[src/rtl/psat_pkg.sv]
package psat_pkg;

  typedef enum logic [3:0] {
    OP_RSV0   = 4'd0,
    OP_WADD   = 4'd1,
    OP_WSUB   = 4'd2,
    OP_WDADD  = 4'd3,
    OP_WDSUB  = 4'd4,
    OP_QSADD  = 4'd5,
    OP_QSSUB  = 4'd6,
    OP_HSADD  = 4'd7,
    OP_HSSUB  = 4'd8,
    OP_QUADD  = 4'd9,
    OP_QUSUB  = 4'd10,
    OP_HUADD  = 4'd11,
    OP_HUSUB  = 4'd12,
    OP_XLSUB  = 4'd13,
    OP_XLADD  = 4'd14,
    OP_RSV15  = 4'd15
  } psat_op_e;

  typedef enum logic [1:0] {
    SEL_ZERO = 2'd0,
    SEL_WORD = 2'd1,
    SEL_QTR  = 2'd2,
    SEL_HALF = 2'd3
  } psat_sel_e;

endpackage

[src/rtl/psat_lane.sv]
module psat_lane #(
  parameter int LW = 8
) (
  input  logic [LW-1:0] a_i,
  input  logic [LW-1:0] b_i,
  input  logic          sub_i,
  input  logic          signed_i,
  output logic [LW-1:0] res_o,
  output logic          clamp_o
);

  localparam logic [LW-1:0] SMIN = {1'b1, {(LW-1){1'b0}}};
  localparam logic [LW-1:0] SMAX = ~SMIN;
  localparam logic [LW-1:0] UMAX = {LW{1'b1}};

  logic [LW:0] ext_a;
  logic [LW:0] ext_b;
  logic [LW:0] full;

  always_comb begin
    ext_a = {signed_i & a_i[LW-1], a_i};
    ext_b = {signed_i & b_i[LW-1], b_i};
    full  = sub_i ? (ext_a - ext_b) : (ext_a + ext_b);
    if (signed_i) begin
      clamp_o = full[LW] ^ full[LW-1];
      if (clamp_o) res_o = full[LW] ? SMIN : SMAX;
      else         res_o = full[LW-1:0];
    end else begin
      clamp_o = full[LW];
      if (clamp_o) res_o = sub_i ? '0 : UMAX;
      else         res_o = full[LW-1:0];
    end

    // signed sum of opposite signs cannot leave the range
    if (signed_i && !sub_i && (a_i[LW-1] != b_i[LW-1]))
      p_no_mixed_add_clamp_r3: assert (!clamp_o);
    // signed difference of equal signs cannot leave the range
    if (signed_i && sub_i && (a_i[LW-1] == b_i[LW-1]))
      p_no_same_sub_clamp_r1: assert (!clamp_o);
    // unsigned subtract without borrow never clamps
    if (!signed_i && sub_i && (a_i >= b_i))
      p_no_borrow_clamp_r5: assert (!clamp_o);
  end

endmodule

[src/rtl/psat_lanes.sv]
module psat_lanes #(
  parameter int W  = 32,
  parameter int LW = 8
) (
  input  logic [W-1:0]      a_i,
  input  logic [W-1:0]      b_i,
  input  logic [W/LW-1:0]   sub_i,
  input  logic              signed_i,
  output logic [W-1:0]      res_o
);

  localparam int NL = W / LW;

  logic [NL-1:0] clamp;

  for (genvar g = 0; g < NL; g++) begin : g_lane
    psat_lane #(.LW(LW)) u_lane (
      .a_i      (a_i[g*LW +: LW]),
      .b_i      (b_i[g*LW +: LW]),
      .sub_i    (sub_i[g]),
      .signed_i (signed_i),
      .res_o    (res_o[g*LW +: LW]),
      .clamp_o  (clamp[g])
    );
  end

  always_comb begin
    for (int i = 0; i < NL; i++) begin
      // an unsigned lane that clamps on add sits at its upper limit
      if (!signed_i && !sub_i[i] && clamp[i])
        p_uadd_clamp_top_r5: assert (res_o[i*LW +: LW] == {LW{1'b1}});
    end
  end

endmodule

[src/rtl/psat_word.sv]
module psat_word #(
  parameter int W = 32
) (
  input  logic [W-1:0] a_i,
  input  logic [W-1:0] b_i,
  input  logic         sub_i,
  input  logic         dbl_i,
  output logic [W-1:0] res_o,
  output logic         qset_o
);

  logic [W-1:0] twice;
  logic [W-1:0] second;
  logic         pre_clamp;
  logic         post_clamp;

  psat_lane #(.LW(W)) u_double (
    .a_i      (b_i),
    .b_i      (b_i),
    .sub_i    (1'b0),
    .signed_i (1'b1),
    .res_o    (twice),
    .clamp_o  (pre_clamp)
  );

  assign second = dbl_i ? twice : b_i;

  psat_lane #(.LW(W)) u_final (
    .a_i      (a_i),
    .b_i      (second),
    .sub_i    (sub_i),
    .signed_i (1'b1),
    .res_o    (res_o),
    .clamp_o  (post_clamp)
  );

  assign qset_o = post_clamp | (dbl_i & pre_clamp);

  always_comb begin
    // doubling a value in the inner half of the range never clamps
    if (dbl_i && (b_i[W-1] == b_i[W-2]))
      p_double_inner_r2: assert (!pre_clamp);
    // a clamped doubling keeps the sign of b
    if (dbl_i && pre_clamp)
      p_double_sign_r2: assert (twice[W-1] == b_i[W-1]);
  end

endmodule

[src/rtl/psat_unit.sv]
module psat_unit
  import psat_pkg::*;
#(
  parameter int W = 32
) (
  input  logic [3:0]   op_i,
  input  logic [W-1:0] a_i,
  input  logic [W-1:0] b_i,
  output logic [W-1:0] res_o,
  output logic         qset_o
);

  localparam int QW = W / 4;
  localparam int HW = W / 2;
  localparam int NQ = W / QW;
  localparam int NH = W / HW;

  psat_op_e      op;
  psat_sel_e     sel;
  logic          w_sub;
  logic          w_dbl;
  logic          q_sub;
  logic          q_sgn;
  logic [NH-1:0] h_sub;
  logic          h_sgn;
  logic          h_swap;
  logic [W-1:0]  h_b;
  logic [W-1:0]  w_res;
  logic          w_q;
  logic [W-1:0]  q_res;
  logic [W-1:0]  h_res;

  assign op = psat_op_e'(op_i);

  always_comb begin
    sel    = SEL_ZERO;
    w_sub  = 1'b0;
    w_dbl  = 1'b0;
    q_sub  = 1'b0;
    q_sgn  = 1'b1;
    h_sub  = '0;
    h_sgn  = 1'b1;
    h_swap = 1'b0;
    unique case (op)
      OP_WADD:  begin sel = SEL_WORD; end
      OP_WSUB:  begin sel = SEL_WORD; w_sub = 1'b1; end
      OP_WDADD: begin sel = SEL_WORD; w_dbl = 1'b1; end
      OP_WDSUB: begin sel = SEL_WORD; w_dbl = 1'b1; w_sub = 1'b1; end
      OP_QSADD: begin sel = SEL_QTR; end
      OP_QSSUB: begin sel = SEL_QTR; q_sub = 1'b1; end
      OP_HSADD: begin sel = SEL_HALF; end
      OP_HSSUB: begin sel = SEL_HALF; h_sub = '1; end
      OP_QUADD: begin sel = SEL_QTR; q_sgn = 1'b0; end
      OP_QUSUB: begin sel = SEL_QTR; q_sgn = 1'b0; q_sub = 1'b1; end
      OP_HUADD: begin sel = SEL_HALF; h_sgn = 1'b0; end
      OP_HUSUB: begin sel = SEL_HALF; h_sgn = 1'b0; h_sub = '1; end
      OP_XLSUB: begin sel = SEL_HALF; h_swap = 1'b1; h_sub = 2'b01; end
      OP_XLADD: begin sel = SEL_HALF; h_swap = 1'b1; h_sub = 2'b10; end
      default:  begin sel = SEL_ZERO; end
    endcase
  end

  assign h_b = h_swap ? {b_i[HW-1:0], b_i[W-1:HW]} : b_i;

  psat_word #(.W(W)) u_word (
    .a_i    (a_i),
    .b_i    (b_i),
    .sub_i  (w_sub),
    .dbl_i  (w_dbl),
    .res_o  (w_res),
    .qset_o (w_q)
  );

  psat_lanes #(.W(W), .LW(QW)) u_qtr (
    .a_i      (a_i),
    .b_i      (b_i),
    .sub_i    ({NQ{q_sub}}),
    .signed_i (q_sgn),
    .res_o    (q_res)
  );

  psat_lanes #(.W(W), .LW(HW)) u_half (
    .a_i      (a_i),
    .b_i      (h_b),
    .sub_i    (h_sub),
    .signed_i (h_sgn),
    .res_o    (h_res)
  );

  always_comb begin
    unique case (sel)
      SEL_WORD: begin res_o = w_res; qset_o = w_q;  end
      SEL_QTR:  begin res_o = q_res; qset_o = 1'b0; end
      SEL_HALF: begin res_o = h_res; qset_o = 1'b0; end
      default:  begin res_o = '0;    qset_o = 1'b0; end
    endcase

    // lane and exchange codes never request the sticky flag
    if (op_i >= 4'd5)
      p_lane_no_qset_r8: assert (!qset_o);
    // unused codes give an all-zero result
    if ((op_i == 4'd0) || (op_i == 4'd15))
      p_unused_zero_r9: assert ((res_o == '0) && !qset_o);
  end

endmodule

[config.mk]
export PLATFORM = sky130hd
export DESIGN_NAME = psat_unit
export DESIGN_NICKNAME = d
export VERILOG_FILES = /design/src/rtl/psat_pkg.sv /design/src/rtl/psat_lane.sv /design/src/rtl/psat_lanes.sv /design/src/rtl/psat_word.sv /design/src/rtl/psat_unit.sv
export SDC_FILE = /design/constraint.sdc
export NUM_CORES = 1
export LEC_CHECK = 0
export ABC_AREA = 1
export BUFFER_PORTS_ARGS = -buffer_cell sky130_fd_sc_hd__buf_2
export CAP_MARGIN = 10
export CORE_UTILIZATION = 63
export DETAILED_ROUTE_END_ITERATION = 8
export GPL_ROUTABILITY_DRIVEN = 0
export PLACE_DENSITY = 0.9
export SYNTH_ARGS = -nofsm -noshare
export SYNTH_HDL_FRONTEND = slang
export SYNTH_SLANG_ARGS = --single-unit
[constraint.sdc]
create_clock -name vclk -period 9.5
set_input_delay 1.9 -clock vclk [all_inputs]
set_output_delay 1.9 -clock vclk [all_outputs]
set_load 0.01 [all_outputs]
==> results of run 1 <==
==> routing by layer <==
layer | vias to the layer above | GRT usage, % | part of all wire [%]
met5 | - | 0 | 0
met4 | 0 | 26.49 | 7.8
met3 | 219 | 6.574 | 13
met2 | 984 | 64.99 | 42
met1 | 5890 | 49.77 | 38
li1 | 6595 | - | -
==> how the worst max path moves through the flow <==
stage                  from   endpoint  slack (ns)  cells after the start
floorplan           op_i[0]   res_o[0]        1.69                     32
global placement    op_i[2]   res_o[9]        0.55                     26
finish              b_i[30]  res_o[16]        0.51                     32
global route        op_i[0]  res_o[14]       0.002                     32
CTS                 b_i[30]  res_o[21]        0.27                     31
detailed placement  b_i[30]  res_o[21]        0.28                     34
==> through the flow <==
stage               total power [mW]  util [%]  std cells  worst slack [ns]
CTS                            1.375     67.56       2285            0.2688
global route                   1.583     67.85       2285          0.002433
finish                         1.431     67.85       2285            0.5094
floorplan                      1.046         -       2008             1.685
global placement               1.331     67.56       2285            0.5507
detailed placement             1.366     67.56       2285            0.2783
==> cells in the mapped netlist, types with 2 or more instances <==
master,n,area share [%]
o31ai_1,5,0.35
nand3_2,3,0.28
inv_2,8,0.28
fa_1,7,1.3
o21a_1,10,0.71
nand2_4,2,0.21
o22ai_1,2,0.12
clkbuf_1,24,0.85
nand3_1,113,5.3
buf_2,10,0.47
buf_6,8,0.85
nor2_1,166,5.9
buf_1,4,0.14
o2111ai_1,4,0.33
nand2_2,6,0.35
a21o_1,3,0.21
o21ai_1,42,2.0
xor2_1,117,9.7
and2_1,2,0.12
a31oi_1,14,0.83
nand3b_1,5,0.35
xnor2_1,50,4.1
o21ai_0,129,6.1
ha_1,115,14
nand4_1,15,0.88
nor4_1,4,0.24
o311ai_0,2,0.17
nand2_1,634,22
or2_2,9,0.53
a21oi_1,158,7.5
inv_1,272,9.6
o211ai_1,7,0.50
o21bai_1,9,0.64
buf_4,9,0.64
clkinv_1,2,0.071
nor3_1,16,0.75
o21ai_2,6,0.50
a41oi_1,4,0.33
nor2_2,5,0.29
==> cell type report <==
type	count	area, um2
Fill cell	1513	5313
Inverter	282	1065
Tap cell	220	275.3
Timing Repair Buffer	113	595.6
Multi-Input combinational cell	1670	9276
==> cells by family after synthesis <==
family | count (synthesis)
adders and majority gates | 122
xor gates and xnor gates | 167
and+or+nand+nor | 982
AOI/OAI and AO/OA | 399
buffers and inverters | 338
==> power by group through the flow <==
stage          Combinational (mW)  Clock [mW]  Sequential (mW)
6_report                     1.43           0                0
5_1_grt                      1.58           0                0
4_1_cts                      1.38           0                0
3_5_place_dp                 1.37           0                0
3_3_place_gp                 1.33           0                0
2_1_floorplan                1.05           0                0
==> what timing repair did <==
action                     CTS  global route
setup endpoints to repair    0            32
resized for setup            0            11
hold buffers                 0             0
==> cells in the final DEF (no fill, tap or decap), drive strengths merged <==
| cell | synthesis | routed |
|---|---|---|
| nor4 | 4 | 4 |
| o21ai | 177 | 177 |
| a211oi | 1 | 1 |
| a21oi | 159 | 159 |
| nand2 | 642 | 642 |
| o22ai | 2 | 2 |
| xnor2 | 50 | 50 |
| o2111ai | 4 | 4 |
| a21o | 3 | 3 |
| o311ai | 2 | 2 |
| nor2 | 172 | 172 |
| nand4 | 15 | 15 |
| nand3b | 5 | 5 |
| xor2 | 117 | 117 |
| nor3 | 17 | 17 |
| nand3 | 116 | 116 |
| inv | 280 | 279 |
| and2 | 2 | 2 |
| o21bai | 9 | 9 |
| o31ai | 5 | 5 |
| o211ai | 7 | 7 |
| or2 | 9 | 9 |
| buf | 31 | 113 |
| o211a | 1 | 1 |
| a31oi | 14 | 14 |
| clkinv | 2 | 2 |
| ha | 115 | 115 |
| fa | 7 | 7 |
| a21boi | 1 | 1 |
| clkinvlp | 0 | 1 |
| o21a | 10 | 10 |
| a41oi | 4 | 4 |
==> worst max-delay path, delay by kind of cell <==
| kind | cells | cell delay, ns |
|---|---|---|
| compound gates | 7 | 1.12 |
| xor+xnor | 1 | 0.19 |
| fa+ha+maj | 3 | 0.87 |
| buf+inv | 8 | 1.26 |
| simple gates | 13 | 1.75 |
==> flow_metrics.py, run 1 <==
metrics = {
    "place": {
        "place_area_mm2": 0.01116,
        "hpwl_mm": 29.86,
        "port_buffers": 101,
    },
    "floorplan": {
        "num_rows": 47,
        "core_area_mm2": 0.01652,
        "start_util_pct": 64.21,
        "io_pins": 101,
        "fp.dieW_um": 131.8,
        "dieArea_mm2": 0.01736,
        "die-height_um": 131.8,
    },
    "logic_synthesis": {
        "synth_xor_area_share_pct": 13.79,
        "yosysSeqAreaShare_pct": 0,
        "synth.mux.area_fraction_pct": 0,
        "synth_top_family_by_area": "simple AND/OR/NAND/NOR gates",
        "synth-compound-area-share_pct": 20.51,
        "synth-simple-area-share_pct": 37.85,
        "synth_nets": 2198,
        "ys_warn_count": 0,
        "syn_inst": 2008,
        "synth_area_per_cell_um2": 5.284,
        "synth-adder-area-share_pct": 14.88,
        "netlist_area_mm2": 0.01061,
        "ys_types": 46,
    },
    "timing": {
        "relSlewSlack_pct": 27.43,
        "drv_slew": 0,
        "timing.fmax_mhz": 111.2,
        "hold_ws_ns": 4.438,
        "period_share_pct": 94.64,
        "worst_pin_slew_ns": 1.086,
        "hold_violations": 0,
        "tns_ns": 0,
        "rsz0062_at_grt": "no",
        "setup_viol": 0,
        "finalCriticalPeriod_ns": 8.991,
    },
    "power": {
        "leakage_nw": 6.321,
        "seq_power_share_pct": 0,
        "peakVddDrop_uv": 87.34,
        "p_int_mw": 0.4972,
        "p_comb_share_pct": 100.0,
        "switching_share_pct": 65.27,
        "clockPowerShare_pct": 0,
        "p_switching_mw": 0.9342,
        "cellPowerDensity_mw_per_mm2": 127.7,
    },
    "layout": {
        "clkbuf_count": 0,
        "final_area_mm2": 0.01121,
        "area_delta_synth_final_pct": 5.672,
        "drive_gt1_share_pct": 7.700,
        "regArea_um2": 0,
        "nNetsFinal": 2257,
        "n_sequential_cell": 0,
        "diodes": 0,
    },
    "routing": {
        "ant_nets": 0,
        "dr.pass1.iters": 6,
        "routedWlPerCell_um": 16.15,
        "route.detailed.drc": 0,
        "drt-total-wl_mm": 36.90,
        "drt-initial-drc-count": 1694,
        "routed_via_density": 5.990,
        "vias": 13690,
    },
    "worst_hold_path": {
        "min_to": "qset_o",
        "hold_start": "op_i[3]",
        "hold_depth": 7,
        "hold_path.class": "in -> out",
    },
    "grt": {
        "grt_max_degree": 47,
        "track_usage_pct": 40.37,
        "grt-ovfl-total": 0,
        "grt_pass1_wl_mm": 57.75,
        "grt_pass1_vias": 12130,
        "antenna_found_initial": 0,
    },
    "setup_path": {
        "critical_path.max_stage_delay_ns": 0.34,
        "required_ns": 7.60,
        "start_kind": "input pin",
        "cp_max_fo": 31,
        "crit_arrival_ns": 7.09,
        "end_kind": "primary output",
        "crit_type": "in -> out",
        "critPathMostFrequentCell": "nand2_1",
        "critPathSlowestCell": "ha_1",
    },
    "clocking": {
        "cts_setup_buffers": 0,
    },
    "flow_run": {
        "drv_cap": 0,
    },
    "outcome": {
        "outcome": "complete, no violations",
    },
}
Note: power is estimated with default switching activity, not from simulation.
==> run 2, diff against run 1 <==
==> constraint.sdc (replaced) <==
create_clock -name vclk -period 9.5
set_input_delay 2.375 -clock vclk [all_inputs]
set_output_delay 2.375 -clock vclk [all_outputs]
set_load 0.01 [all_outputs]
==> flow_metrics.py, run 2 (synthesis gave the netlist of run 1 again) <==
metrics = {
    "outcome": {
        "outcome": "complete, no violations",
    },
    "layout": {
        "drive_gt1_share_pct": 11.74,
        "area_delta_synth_final_pct": 11.53,
        "final_util_pct": 71.61,
        "nNetsFinal": 2296,
        "n_sequential_cell": 0,
        "layout_common_cells": "nand2_1, inv_1, nor2_1",
        "diodes": 0,
        "clkbuf_count": 0,
        "regArea_um2": 0,
        "final_common_cell": "nand2_1",
        "fin_cells": 2324,
    },
    "floorplan": {
        "die-height_um": 131.8,
        "io_pins": 101,
        "core_area_mm2": 0.01652,
        "dieArea_mm2": 0.01736,
        "fp.dieW_um": 131.8,
        "start_util_pct": 64.21,
        "num_rows": 47,
    },
    "routing": {
        "routedWlPerCell_um": 16.84,
        "drt-total-wl_mm": 39.14,
        "vias": 14410,
        "ant_nets": 0,
        "routed_via_density": 6.201,
        "dr.pass1.iters": 9,
        "route.detailed.drc": 0,
        "drt-initial-drc-count": 1886,
    },
    "setup_path": {
        "path_delay_family": "simple AND/OR/NAND/NOR gates",
        "critPathSlowestCell": "ha_1",
        "crit_start": "b_i[30]",
        "critical_path.max_stage_delay_ns": 0.39,
        "cp_num_cells": 32,
        "start_kind": "input pin",
        "cp_max_fo": 14,
        "critPathMostFrequentCell": "inv_1",
        "cp.buffers_inverters": 9,
        "end_kind": "primary output",
        "crit_type": "in -> out",
        "required_ns": 7.13,
        "crit_arrival_ns": 7.07,
    },
    "worst_hold_path": {
        "hold_path.class": "in -> out",
        "hold_depth": 7,
        "hold_start": "op_i[3]",
    },
    "place": {
        "dp_cells": 2311,
        "port_buffers": 101,
        "hpwl_mm": 30.22,
    },
    "grt": {
        "grt_max_degree": 32,
        "track_usage_pct": 41.42,
        "grt_pass1_wl_mm": 60.00,
        "grt-ovfl-total": 0,
        "grt_pass1_vias": 12800,
        "antenna_found_initial": 1,
    },
    "power": {
        "leakage_nw": 6.556,
        "cellPowerDensity_mw_per_mm2": 130.7,
        "total_power_mw": 1.547,
        "peakVddDrop_uv": 96.26,
    },
    "flow_run": {
        "drv_cap": 0,
    },
    "timing": {
        "setup_viol": 0,
        "rsz0062_at_grt": "yes",
        "drv_slew": 0,
        "tns_ns": 0,
        "period_share_pct": 99.39,
        "timing.fmax_mhz": 105.9,
        "finalCriticalPeriod_ns": 9.442,
        "worst_pin_slew_ns": 1.043,
        "relSlewSlack_pct": 30.41,
        "hold_ws_ns": 5.371,
        "hold_violations": 0,
    },
    "clocking": {
        "cts_hold_buf": 0,
    },
}
-- run 2: what timing repair did --
item | CTS | global route
endpoints found under the setup margin | 24 | 32
buffers inserted | 0 | 10
cloned | 0 | 3
resized for setup | 9 | 73
pin swaps | 1 | 18
-- run 2: per-layer routing --
metal / GRT usage (%) / wire (um) / part of all wire (%)
met1: 51.22 / 14220 / 36
met2: 67.84 / 16420 / 42
met3: 6.075 / 5061 / 13
met4: 25.32 / 3430 / 8.8
met5: 0 / 13 / 0.033
-- run 2: final timing paths --
path | endpoint | slack [ns]
setup / recovery | res_o[0] | 0.06
hold / removal | qset_o | 5.37
-- run 2: stage by stage --
| step | cell area (um2) | setup slack [ns] |
|---|---|---|
| 3_5_place_dp | 11380 | -0.1332 |
| 5_1_grt | 11830 | -0.1081 |
| 2_1_floorplan | 10610 | 0.7351 |
| 3_3_place_gp | 11380 | -0.06021 |
| 6_report | 11830 | 0.05762 |
| 4_1_cts | 11420 | 0.01439 |
-- run 2: area by class of cell --
type	count	area, um2
Fill cell	1384	4691
Inverter	282	1070
Multi-Input combinational cell	1670	9513
Tap cell	220	275.3
Timing Repair Buffer	151	968.4
Timing Repair inverter	1	7.507
-- run 2: report_power, final --
part	leakage, nW	internal, mW	switching, mW	total [mW]
combinational	6.56	0.554	0.993	1.55
sequential	0	0	0	0
clock	0	0	0	0
-- run 2: tightest hold or removal path: stages --
cell	delay, ns
buf_2	0.11
nor2_1	0.08
nand2_1	0.07
nand2_1	0.10
nand2_1	0.09
inv_1	0.04
buf_2	0.13
==> run 3, diff against run 2 <==
CORE_ASPECT_RATIO = 0.75   (was not set)
PLACE_DENSITY = not set   (was 0.9)
PLACE_DENSITY_LB_ADDON = 0.12   (was not set)
==> flow_metrics.py, run 3 (synthesis gave the netlist of run 1 again) <==
metrics = {
    "floorplan": {
        "num_rows": 40,
        "core_area_mm2": 0.01622,
        "io_pins": 101,
        "die-height_um": 114.4,
        "dieArea_mm2": 0.01737,
        "fp.dieW_um": 151.9,
        "start_util_pct": 65.43,
    },
    "setup_path": {
        "critPathMostFrequentCell": "nand2_1",
        "required_ns": 7.13,
        "cp_max_fo": 8,
        "path_delay_family": "simple AND/OR/NAND/NOR gates",
        "critical_path.max_stage_delay_ns": 0.32,
        "crit_type": "in -> out",
        "critPathSlowestCell": "ha_4",
        "end_kind": "primary output",
        "cp.buffers_inverters": 5,
        "start_kind": "input pin",
        "crit_start": "op_i[1]",
        "crit_arrival_ns": 6.95,
    },
    "layout": {
        "final_area_mm2": 0.01167,
        "drive_gt1_share_pct": 10.63,
        "n_sequential_cell": 0,
        "clkbuf_count": 0,
        "area_delta_synth_final_pct": 9.976,
        "multiInputGateArea_mm2": 0.009445,
        "regArea_um2": 0,
        "diodes": 0,
        "final_util_pct": 71.96,
        "nFillCells": 1504,
        "layout_common_cells": "nand2_1, inv_1, nor2_1",
        "nNetsFinal": 2290,
        "final_common_cell": "nand2_1",
    },
    "timing": {
        "hold_violations": 0,
        "worst_pin_slew_ns": 1.063,
        "setup_viol": 0,
        "drv_slew": 0,
        "relSlewSlack_pct": 29.08,
        "timing.fmax_mhz": 107.3,
        "fin_ws_ns": 0.1776,
        "finalCriticalPeriod_ns": 9.322,
        "tns_ns": 0,
        "period_share_pct": 98.13,
    },
    "routing": {
        "drt-total-wl_mm": 40.74,
        "drt-initial-drc-count": 2050,
        "ant_nets": 0,
        "dr.pass1.iters": 6,
        "routed_via_density": 6.071,
        "vias": 14010,
        "route.detailed.drc": 0,
        "routedWlPerCell_um": 17.65,
    },
    "grt": {
        "grt_pass1_wl_mm": 61.58,
        "grt-ovfl-total": 0,
        "antenna_found_initial": 0,
        "track_usage_pct": 44.01,
        "grt_pass1_vias": 11740,
        "grt_max_degree": 42,
    },
    "worst_hold_path": {
        "hold_path.class": "in -> out",
        "hold_start": "op_i[3]",
    },
    "outcome": {
        "outcome": "complete, no violations",
    },
    "clocking": {
        "cts_hold_buf": 0,
    },
    "power": {
        "total_power_mw": 1.547,
        "leakage_nw": 6.517,
        "peakVddDrop_uv": 90.81,
        "cellPowerDensity_mw_per_mm2": 132.6,
    },
    "place": {
        "hpwl_mm": 33.19,
        "port_buffers": 101,
        "place_area_mm2": 0.01132,
        "dp_slack_ns": -0.1159,
    },
    "flow_run": {
        "drv_cap": 0,
    },
}
## run 3: cell types whose count changed in the layout (fill, tap and decap cells not counted), sizes merged
cell    before  now
buf        149  143
clkbuf       2    1
nand2      642  643
## run 3: tightest hold or removal path: stages
cell and delay [ns]:
buf_2 0.11, nor2_1 0.08, nand2_1 0.08, nand2_1 0.08
nand2_1 0.13, inv_1 0.05, buf_2 0.13
## run 3: what timing repair did
action / CTS / global route
setup endpoints to repair: 26 / 33
gates cloned: 0 / 3
gates resized for setup: 7 / 62
pin swaps: 0 / 10
setup buffers: 0 / 9
hold endpoints to repair: 0 / 0
## run 3: metal layers
metal / global-route usage [%] / vias up / part of all wire [%]
met1: 63.52 / 6122 / 41
met5: 0 / - / 0
met3: 16.31 / 112 / 19
met2: 59.58 / 1121 / 37
met4: 12.07 / 0 / 3.1
li1: - / 6657 / -
## run 3: metrics by stage
stage | hold WS, ns | instances
global route | 5.431 | 2308
detailed placement | 5.383 | 2296
global placement | 5.366 | 2296
floorplan | 5.034 | 2008
CTS | 5.383 | 2296
finish | 5.414 | 2308
## run 3: power breakdown
group	leakage, nW	switching, mW	internal (mW)
combinational	6.52	1.01	0.541
sequential	0	0	0
clock	0	0	0
## run 3: worst paths after layout
path	endpoint	slack, ns	cells past startpoint
worst min-delay path	qset_o	5.41	7
worst max-delay path	res_o[6]	0.18	32
## run 3: layout make-up
class,instances,share of cell area (%)
timing repair buffer,144,7.570
tap,210,2.252
multi-input combinational,1671,80.95
timing repair inverter,1,0.06434
inverter,282,9.168
